[src/rtl/acc_alu_pkg.sv]
// Package: acc_alu_pkg
// Shared opcode encoding and internal selector types for the accumulator ALU.
// Assumes a 6-bit opcode field; values outside the listed set are pass-through.
package acc_alu_pkg;

    localparam int OPC_W = 6;

    typedef enum logic [OPC_W-1:0] {
        OPC_ADD = 6'd0,
        OPC_SUB = 6'd1,
        OPC_AND = 6'd2,
        OPC_OR  = 6'd3,
        OPC_NOT = 6'd4,
        OPC_SHL = 6'd5,
        OPC_SHR = 6'd6,
        OPC_INC = 6'd7,
        OPC_DEC = 6'd8
    } opc_e;

    // Which functional unit drives the result.
    typedef enum logic [1:0] {
        SEL_ARITH = 2'd0,
        SEL_LOGIC = 2'd1,
        SEL_SHIFT = 2'd2,
        SEL_PASS  = 2'd3
    } res_sel_e;

    // Bitwise unit operation.
    typedef enum logic [1:0] {
        LG_AND = 2'd0,
        LG_OR  = 2'd1,
        LG_NOT = 2'd2
    } logic_op_e;

endpackage

[src/rtl/acc_alu_opnd_sel.sv]
// Module: acc_alu_opnd_sel
// Picks the second ALU operand: the full-width memory word, or the immediate
// field sign-extended to DATA_W. Assumes IMM_W <= DATA_W.
module acc_alu_opnd_sel #(
    parameter int DATA_W = 16,
    parameter int IMM_W  = 10
) (
    input  logic [DATA_W-1:0] mem_opd,
    input  logic [IMM_W-1:0]  imm_opd,
    input  logic              use_imm,
    output logic [DATA_W-1:0] opd
);

    logic [DATA_W-1:0] imm_ext;

    // Widen the immediate by replicating its sign bit when it is narrower.
    generate
        if (IMM_W < DATA_W) begin : g_sext
            localparam int PAD_W = DATA_W - IMM_W;
            assign imm_ext = {{PAD_W{imm_opd[IMM_W-1]}}, imm_opd};
        end else begin : g_full
            assign imm_ext = imm_opd[DATA_W-1:0];
        end
    endgenerate

    // Select the operand source.
    always_comb begin
        opd = use_imm ? imm_ext : mem_opd;
    end

endmodule

[src/rtl/acc_alu_addsub.sv]
// Module: acc_alu_addsub
// One shared adder for add, subtract, increment and decrement.
// Subtraction is a + ~b + 1. For subtraction the carry output is the borrow.
// Overflow is derived from the sign of a, the effective b and the sum.
module acc_alu_addsub #(
    parameter int DATA_W = 16
) (
    input  logic [DATA_W-1:0] a,
    input  logic [DATA_W-1:0] b,
    input  logic              sub,
    output logic [DATA_W-1:0] sum,
    output logic              cy,
    output logic              ovf
);

    localparam int MSB = DATA_W - 1;

    logic [DATA_W-1:0] b_eff;
    logic [DATA_W:0]   wide;

    // Form the adder input and the full-width sum with carry-out.
    always_comb begin
        b_eff = sub ? ~b : b;
        wide  = {1'b0, a} + {1'b0, b_eff} + {{DATA_W{1'b0}}, sub};
        sum   = wide[MSB:0];
    end

    // Carry/borrow and signed overflow from the single addition.
    always_comb begin
        cy  = sub ? ~wide[DATA_W] : wide[DATA_W];
        ovf = (a[MSB] == b_eff[MSB]) && (sum[MSB] != a[MSB]);
    end

endmodule

[src/rtl/acc_alu_logic.sv]
// Module: acc_alu_logic
// Bitwise unit: AND and OR of the two inputs, or the inverse of a alone.
// Assumes op holds one of the three defined codes; any other code returns a.
module acc_alu_logic #(
    parameter int DATA_W = 16
) (
    input  logic [DATA_W-1:0]     a,
    input  logic [DATA_W-1:0]     b,
    input  acc_alu_pkg::logic_op_e op,
    output logic [DATA_W-1:0]     y
);
    import acc_alu_pkg::*;

    // Bitwise function select.
    always_comb begin
        case (op)
            LG_AND:  y = a & b;
            LG_OR:   y = a | b;
            LG_NOT:  y = ~a;
            default: y = a;
        endcase
    end

endmodule

[src/rtl/acc_alu_shift.sv]
// Module: acc_alu_shift
// Single-position logical shifter. The vacated bit is zero and the bit that
// falls off the end is returned separately.
module acc_alu_shift #(
    parameter int DATA_W = 16
) (
    input  logic [DATA_W-1:0] a,
    input  logic              right,
    output logic [DATA_W-1:0] y,
    output logic              out_bit
);

    localparam int MSB = DATA_W - 1;

    // Shift by one and capture the ejected bit.
    always_comb begin
        if (right) begin
            y       = {1'b0, a[MSB:1]};
            out_bit = a[0];
        end else begin
            y       = {a[MSB-1:0], 1'b0};
            out_bit = a[MSB];
        end
    end

endmodule

[src/rtl/acc_alu.sv]
// Module: acc_alu (top)
// Combinational accumulator ALU. It decodes the opcode, steers the operands
// into the arithmetic, bitwise or shift unit, and forms carry, overflow,
// sign and zero. It holds no state, so it needs no clock or reset.
// Unlisted opcodes pass the accumulator through.
module acc_alu #(
    parameter int DATA_W = 16,
    parameter int IMM_W  = 10
) (
    input  logic [DATA_W-1:0]             acc_in,
    input  logic [DATA_W-1:0]             mem_opd,
    input  logic [IMM_W-1:0]              imm_opd,
    input  logic                          use_imm,
    input  logic [acc_alu_pkg::OPC_W-1:0] opcode,
    output logic [DATA_W-1:0]             result,
    output logic                          flag_c,
    output logic                          flag_v,
    output logic                          flag_n,
    output logic                          flag_z
);
    import acc_alu_pkg::*;

    localparam int MSB = DATA_W - 1;
    localparam logic [DATA_W-1:0] ONE = {{(DATA_W-1){1'b0}}, 1'b1};

    logic [DATA_W-1:0] opd;
    logic [DATA_W-1:0] ar_b;
    logic              ar_sub;
    logic [DATA_W-1:0] ar_sum;
    logic              ar_cy;
    logic              ar_ovf;
    logic_op_e         lg_op;
    logic [DATA_W-1:0] lg_y;
    logic              sh_right;
    logic [DATA_W-1:0] sh_y;
    logic              sh_out;
    res_sel_e          sel;

    acc_alu_opnd_sel #(.DATA_W(DATA_W), .IMM_W(IMM_W)) u_opnd (
        .mem_opd (mem_opd),
        .imm_opd (imm_opd),
        .use_imm (use_imm),
        .opd     (opd)
    );

    acc_alu_addsub #(.DATA_W(DATA_W)) u_arith (
        .a   (acc_in),
        .b   (ar_b),
        .sub (ar_sub),
        .sum (ar_sum),
        .cy  (ar_cy),
        .ovf (ar_ovf)
    );

    acc_alu_logic #(.DATA_W(DATA_W)) u_logic (
        .a  (acc_in),
        .b  (opd),
        .op (lg_op),
        .y  (lg_y)
    );

    acc_alu_shift #(.DATA_W(DATA_W)) u_shift (
        .a       (acc_in),
        .right   (sh_right),
        .y       (sh_y),
        .out_bit (sh_out)
    );

    // Decode the opcode into unit controls and a result select.
    always_comb begin
        sel      = SEL_PASS;
        ar_b     = opd;
        ar_sub   = 1'b0;
        lg_op    = LG_AND;
        sh_right = 1'b0;
        case (opcode)
            OPC_ADD: sel = SEL_ARITH;
            OPC_SUB: begin sel = SEL_ARITH; ar_sub = 1'b1; end
            OPC_AND: sel = SEL_LOGIC;
            OPC_OR:  begin sel = SEL_LOGIC; lg_op = LG_OR; end
            OPC_NOT: begin sel = SEL_LOGIC; lg_op = LG_NOT; end
            OPC_SHL: sel = SEL_SHIFT;
            OPC_SHR: begin sel = SEL_SHIFT; sh_right = 1'b1; end
            OPC_INC: begin sel = SEL_ARITH; ar_b = ONE; end
            OPC_DEC: begin sel = SEL_ARITH; ar_b = ONE; ar_sub = 1'b1; end
            default: sel = SEL_PASS;
        endcase
    end

    // Steer the chosen unit to the result and the carry/overflow flags.
    always_comb begin
        case (sel)
            SEL_ARITH: begin result = ar_sum; flag_c = ar_cy;  flag_v = ar_ovf; end
            SEL_LOGIC: begin result = lg_y;   flag_c = 1'b0;   flag_v = 1'b0;   end
            SEL_SHIFT: begin result = sh_y;   flag_c = sh_out; flag_v = 1'b0;   end
            default:   begin result = acc_in; flag_c = 1'b0;   flag_v = 1'b0;   end
        endcase
    end

    // Sign and zero follow from the final result.
    always_comb begin
        flag_n = result[MSB];
        flag_z = (result == '0);
    end

    // Cross-unit checks on the assembled outputs.
    always_comb begin
        if (opcode == OPC_ADD) begin

            add_sum_chk: assert ({flag_c, result} == ({1'b0, acc_in} + {1'b0, opd}))
                else $error("add result/carry mismatch");

            add_ovf_chk: assert (flag_v == ((acc_in[MSB] == opd[MSB]) && (result[MSB] != acc_in[MSB])))
                else $error("add overflow mismatch");
        end
        if (opcode == OPC_SUB) begin

            sub_borrow_chk: assert ((flag_c == (acc_in < opd)) && (result == acc_in - opd))
                else $error("subtract result/borrow mismatch");
        end
        if (opcode == OPC_NOT) begin

            not_cpl_chk: assert (((result ^ acc_in) == '1) && !flag_c && !flag_v)
                else $error("complement mismatch");
        end
        if (opcode == OPC_SHL) begin

            shl_out_chk: assert ({flag_c, result} == {acc_in, 1'b0})
                else $error("shift left mismatch");
        end
        if (opcode > OPC_DEC) begin

            pass_thru_chk: assert ((result == acc_in) && !flag_c && !flag_v)
                else $error("unlisted opcode changed state");
        end
    end

endmodule

[config.mk]
export PLATFORM = sky130hd
export DESIGN_NAME = acc_alu
export DESIGN_NICKNAME = d
export VERILOG_FILES = /design/src/rtl/acc_alu_pkg.sv /design/src/rtl/acc_alu_opnd_sel.sv /design/src/rtl/acc_alu_addsub.sv /design/src/rtl/acc_alu_logic.sv /design/src/rtl/acc_alu_shift.sv /design/src/rtl/acc_alu.sv
export SDC_FILE = /design/constraint.sdc
export NUM_CORES = 1
export LEC_CHECK = 0
export ABC_AREA = 1
export BUFFER_PORTS_ARGS = -buffer_cell sky130_fd_sc_hd__buf_2
export CAP_MARGIN = 10
export CORE_ASPECT_RATIO = 1.75
export CORE_UTILIZATION = 35
export DETAILED_ROUTE_END_ITERATION = 10
export PLACE_DENSITY = 0.67
export SYNTH_ARGS = -nofsm -noshare
export SYNTH_HDL_FRONTEND = slang
export SYNTH_SLANG_ARGS = --single-unit
[constraint.sdc]
create_clock -name vclk -period 4.37
set_input_delay 0.6555 -clock vclk [all_inputs]
set_output_delay 0.6555 -clock vclk [all_outputs]
set_load 0.02 [all_outputs]
==> impl_metrics.tcl <==
set metrics [dict create \
    grt_setup_unrepaired "yes" \
    drt_pass_1_iters 8 \
    grt_max_degree 22 \
    timing.final.setup_violations 0 \
    cell_area_after_technology_mapping_sq_um 2480 \
    die-width_microns 65.6 \
    synth_cell_types 31 \
    floorplan.die_area_sq_um 7440 \
    initial_antenna_violation_count 0 \
    crit_fanout 13 \
    final_core_utilization_pct 45.2 \
    globalRoute.totalOverflow 0 \
    final-hold-violation-count 0 \
    dp_hpwl_mm 7.99 \
    wl_mm 9.95 \
    globalplace.congestion 1.02 \
    critPathBufInv 4 \
    worstSetupEndpointType "output pin" \
    start_util_pct 36.1 \
    vias_in_the_first_global_route 3412 \
    place_area_sq_um 2920 \
    cells_traversed_along_the_worst_timing_path "buf_2 > nor2_4 > nand3_4 > nand2_4 > inv_6 > nand2_2 > xor2_2 > fa_1 > inv_2 > nand3_1 > nand2_2 > nand2_1 > nand2_2 > nand2_1 > nand3_1 > nand3_1 > nor2_2 > nand3_2 > nor2_1 > nand2_1 > nor2_2 > nand3_2 > nor2_2 > buf_4" \
    ctsHoldBuffers 0 \
    detailedRoute.firstIterationViolations 251 \
    detail_route.drc_violations 0 \
    timing.final.crit_share_pct 96.9 \
    num_antenna_cells 0 \
    design_area_sq_um 3100 \
    cpPeakStageDelay_ns 0.41 \
    relSlewSlack_pct 71.4 \
    global_routing_usage_summed_across_all_routing_layers_pct 26.0 \
    nFillCells 749 \
    ys_seq_area_share_pct 0 \
    standby_leakage_power_nw 1.75 \
    finalNetCount 619 \
    critical_path.top_delay_family "simple AND/OR/NAND/NOR gates" \
    final_max_slew_viol_count 0 \
    ios 69 \
    power_density_cells_nw_per_um2 132 \
    row_count 40 \
    detailroute.via_count 3569 \
    timing.critical_path.arrival_ns 3.58 \
    ant_nets 0 \
    grt_pass1_wl_mm 15.2 \
    core_sq_um 6860 \
    crit_type "in2out" \
    critPathSlowestCell "fa_1" \
    critPathRequiredTime_ns 3.71 \
    wl_cell_microns 15.7 \
    area.sequential_sq_um 0 \
    max_cap_violations 0 \
    areaGrowthSynthToFinish_pct 25.0 \
    vdd_ir_drop_max_mv 0.0489 \
    netlist_instances 481 \
    synth_nets 549 \
    ys_warn_count 0 \
    numPortBuffers 69 \
    die_height_microns 113 \
    maximum_clock_rate_mhz 236 \
    period_minus_slack_ns 4.23 \
    setup.worst_path.start_class "primary input" \
    least_margin_pin_slew_ns 0.428 \
    drive_gt1_share_pct 25.0 \
    nFlopsAndLatches 0 \
    final.clkbuf_count 0 \
    outcome "finished, final reports clean" \
    drt-vias-per-instance 5.64 \
    min-delay-path-class "in2out" \
    synth_area_per_cell_sq_um 5.15 \
]
-- placed cells by master (no fill, tap or decap), types with 13 or more instances in the layout --
cell type  count
buf_4         15
buf_2         68
ha_1          16
nand2_1      136
nand3_1       62
inv_1         58
o21ai_0       20
a21oi_1       32
nor2_1        32
o211ai_1      13
-- metrics by stage --
stage	worst slack [ns]	cells	TNS (ns)	total power (W)	hold slack, ns
6_report	0.137	633	0	0.000409	1.76
5_1_grt	-0.0856	633	-0.0992	0.000455	1.77
4_1_cts	0.00435	629	0	0.000381	1.75
3_5_place_dp	0.0247	629	0	0.000380	1.75
3_3_place_gp	-0.00114	629	-0.00114	0.000372	1.75
2_1_floorplan	0.203	481	0	0.000261	1.51
-- cells by family after synthesis --
family                     share of synthesized area, %
adders and majority gates                          9.89
and+or+nand+nor                                    51.5
xor gates and xnor gates                           5.30
AOI/OAI and AO/OA                                  19.4
buffers and inverters                              13.9
-- routing by layer --
layer  vias to the layer above  global-route usage (%)  part of all wire, %
met5                         -                       0                    0
met4                         0                    19.3                  9.1
met1                      1610                    25.8                   34
li1                       1723                       -                    -
met2                       175                    48.3                   52
met3                        61                    1.92                  5.7
-- final timing paths --
check / from / end / cells after the start
worst max-delay path: opcode[4] / flag_z / 24
worst min-delay path: acc_in[11] / result[11] / 4
-- layout make-up --
| type | instances | area (sq um) | area share (%) |
|---|---|---|---|
| repair buffers | 84 | 464 | 15.0 |
| well taps | 84 | 105 | 3.39 |
| inverters | 66 | 255 | 8.24 |
| multi-input cells | 399 | 2270 | 73.4 |
-- synthesized netlist by cell type, drive strengths merged --
cell type    n  area, sq um
a21o         3         22.5
inv         66          248
xor2        15          131
nor2        39          161
nand4        8         50.1
a211oi       1         7.51
nand3b       5         37.5
o21ai       25          125
o21bai       2         15.0
o211ai      13         97.6
and3         1         6.26
nand3       72          390
nor3         3         26.3
nand2      149          587
a21oi       35          175
fa           1         20.0
ha          18          225
a31oi        6         37.5
buf         13         85.1
clkbuf       3         11.3
or2          3         18.8
-- where the power goes --
part,leakage [nW],switching (W),internal [W]
clock,0,0,0
combinational,1.75,0.000263,0.000147
sequential,0,0,0
total,1.75,0.000263,0.000147
-- timing repair --
action	4_1_cts	5_1_grt
setup endpoints to repair	0	3
gates resized for setup	0	37
buffers inserted	0	4
Power figures use the tool's default switching activity.
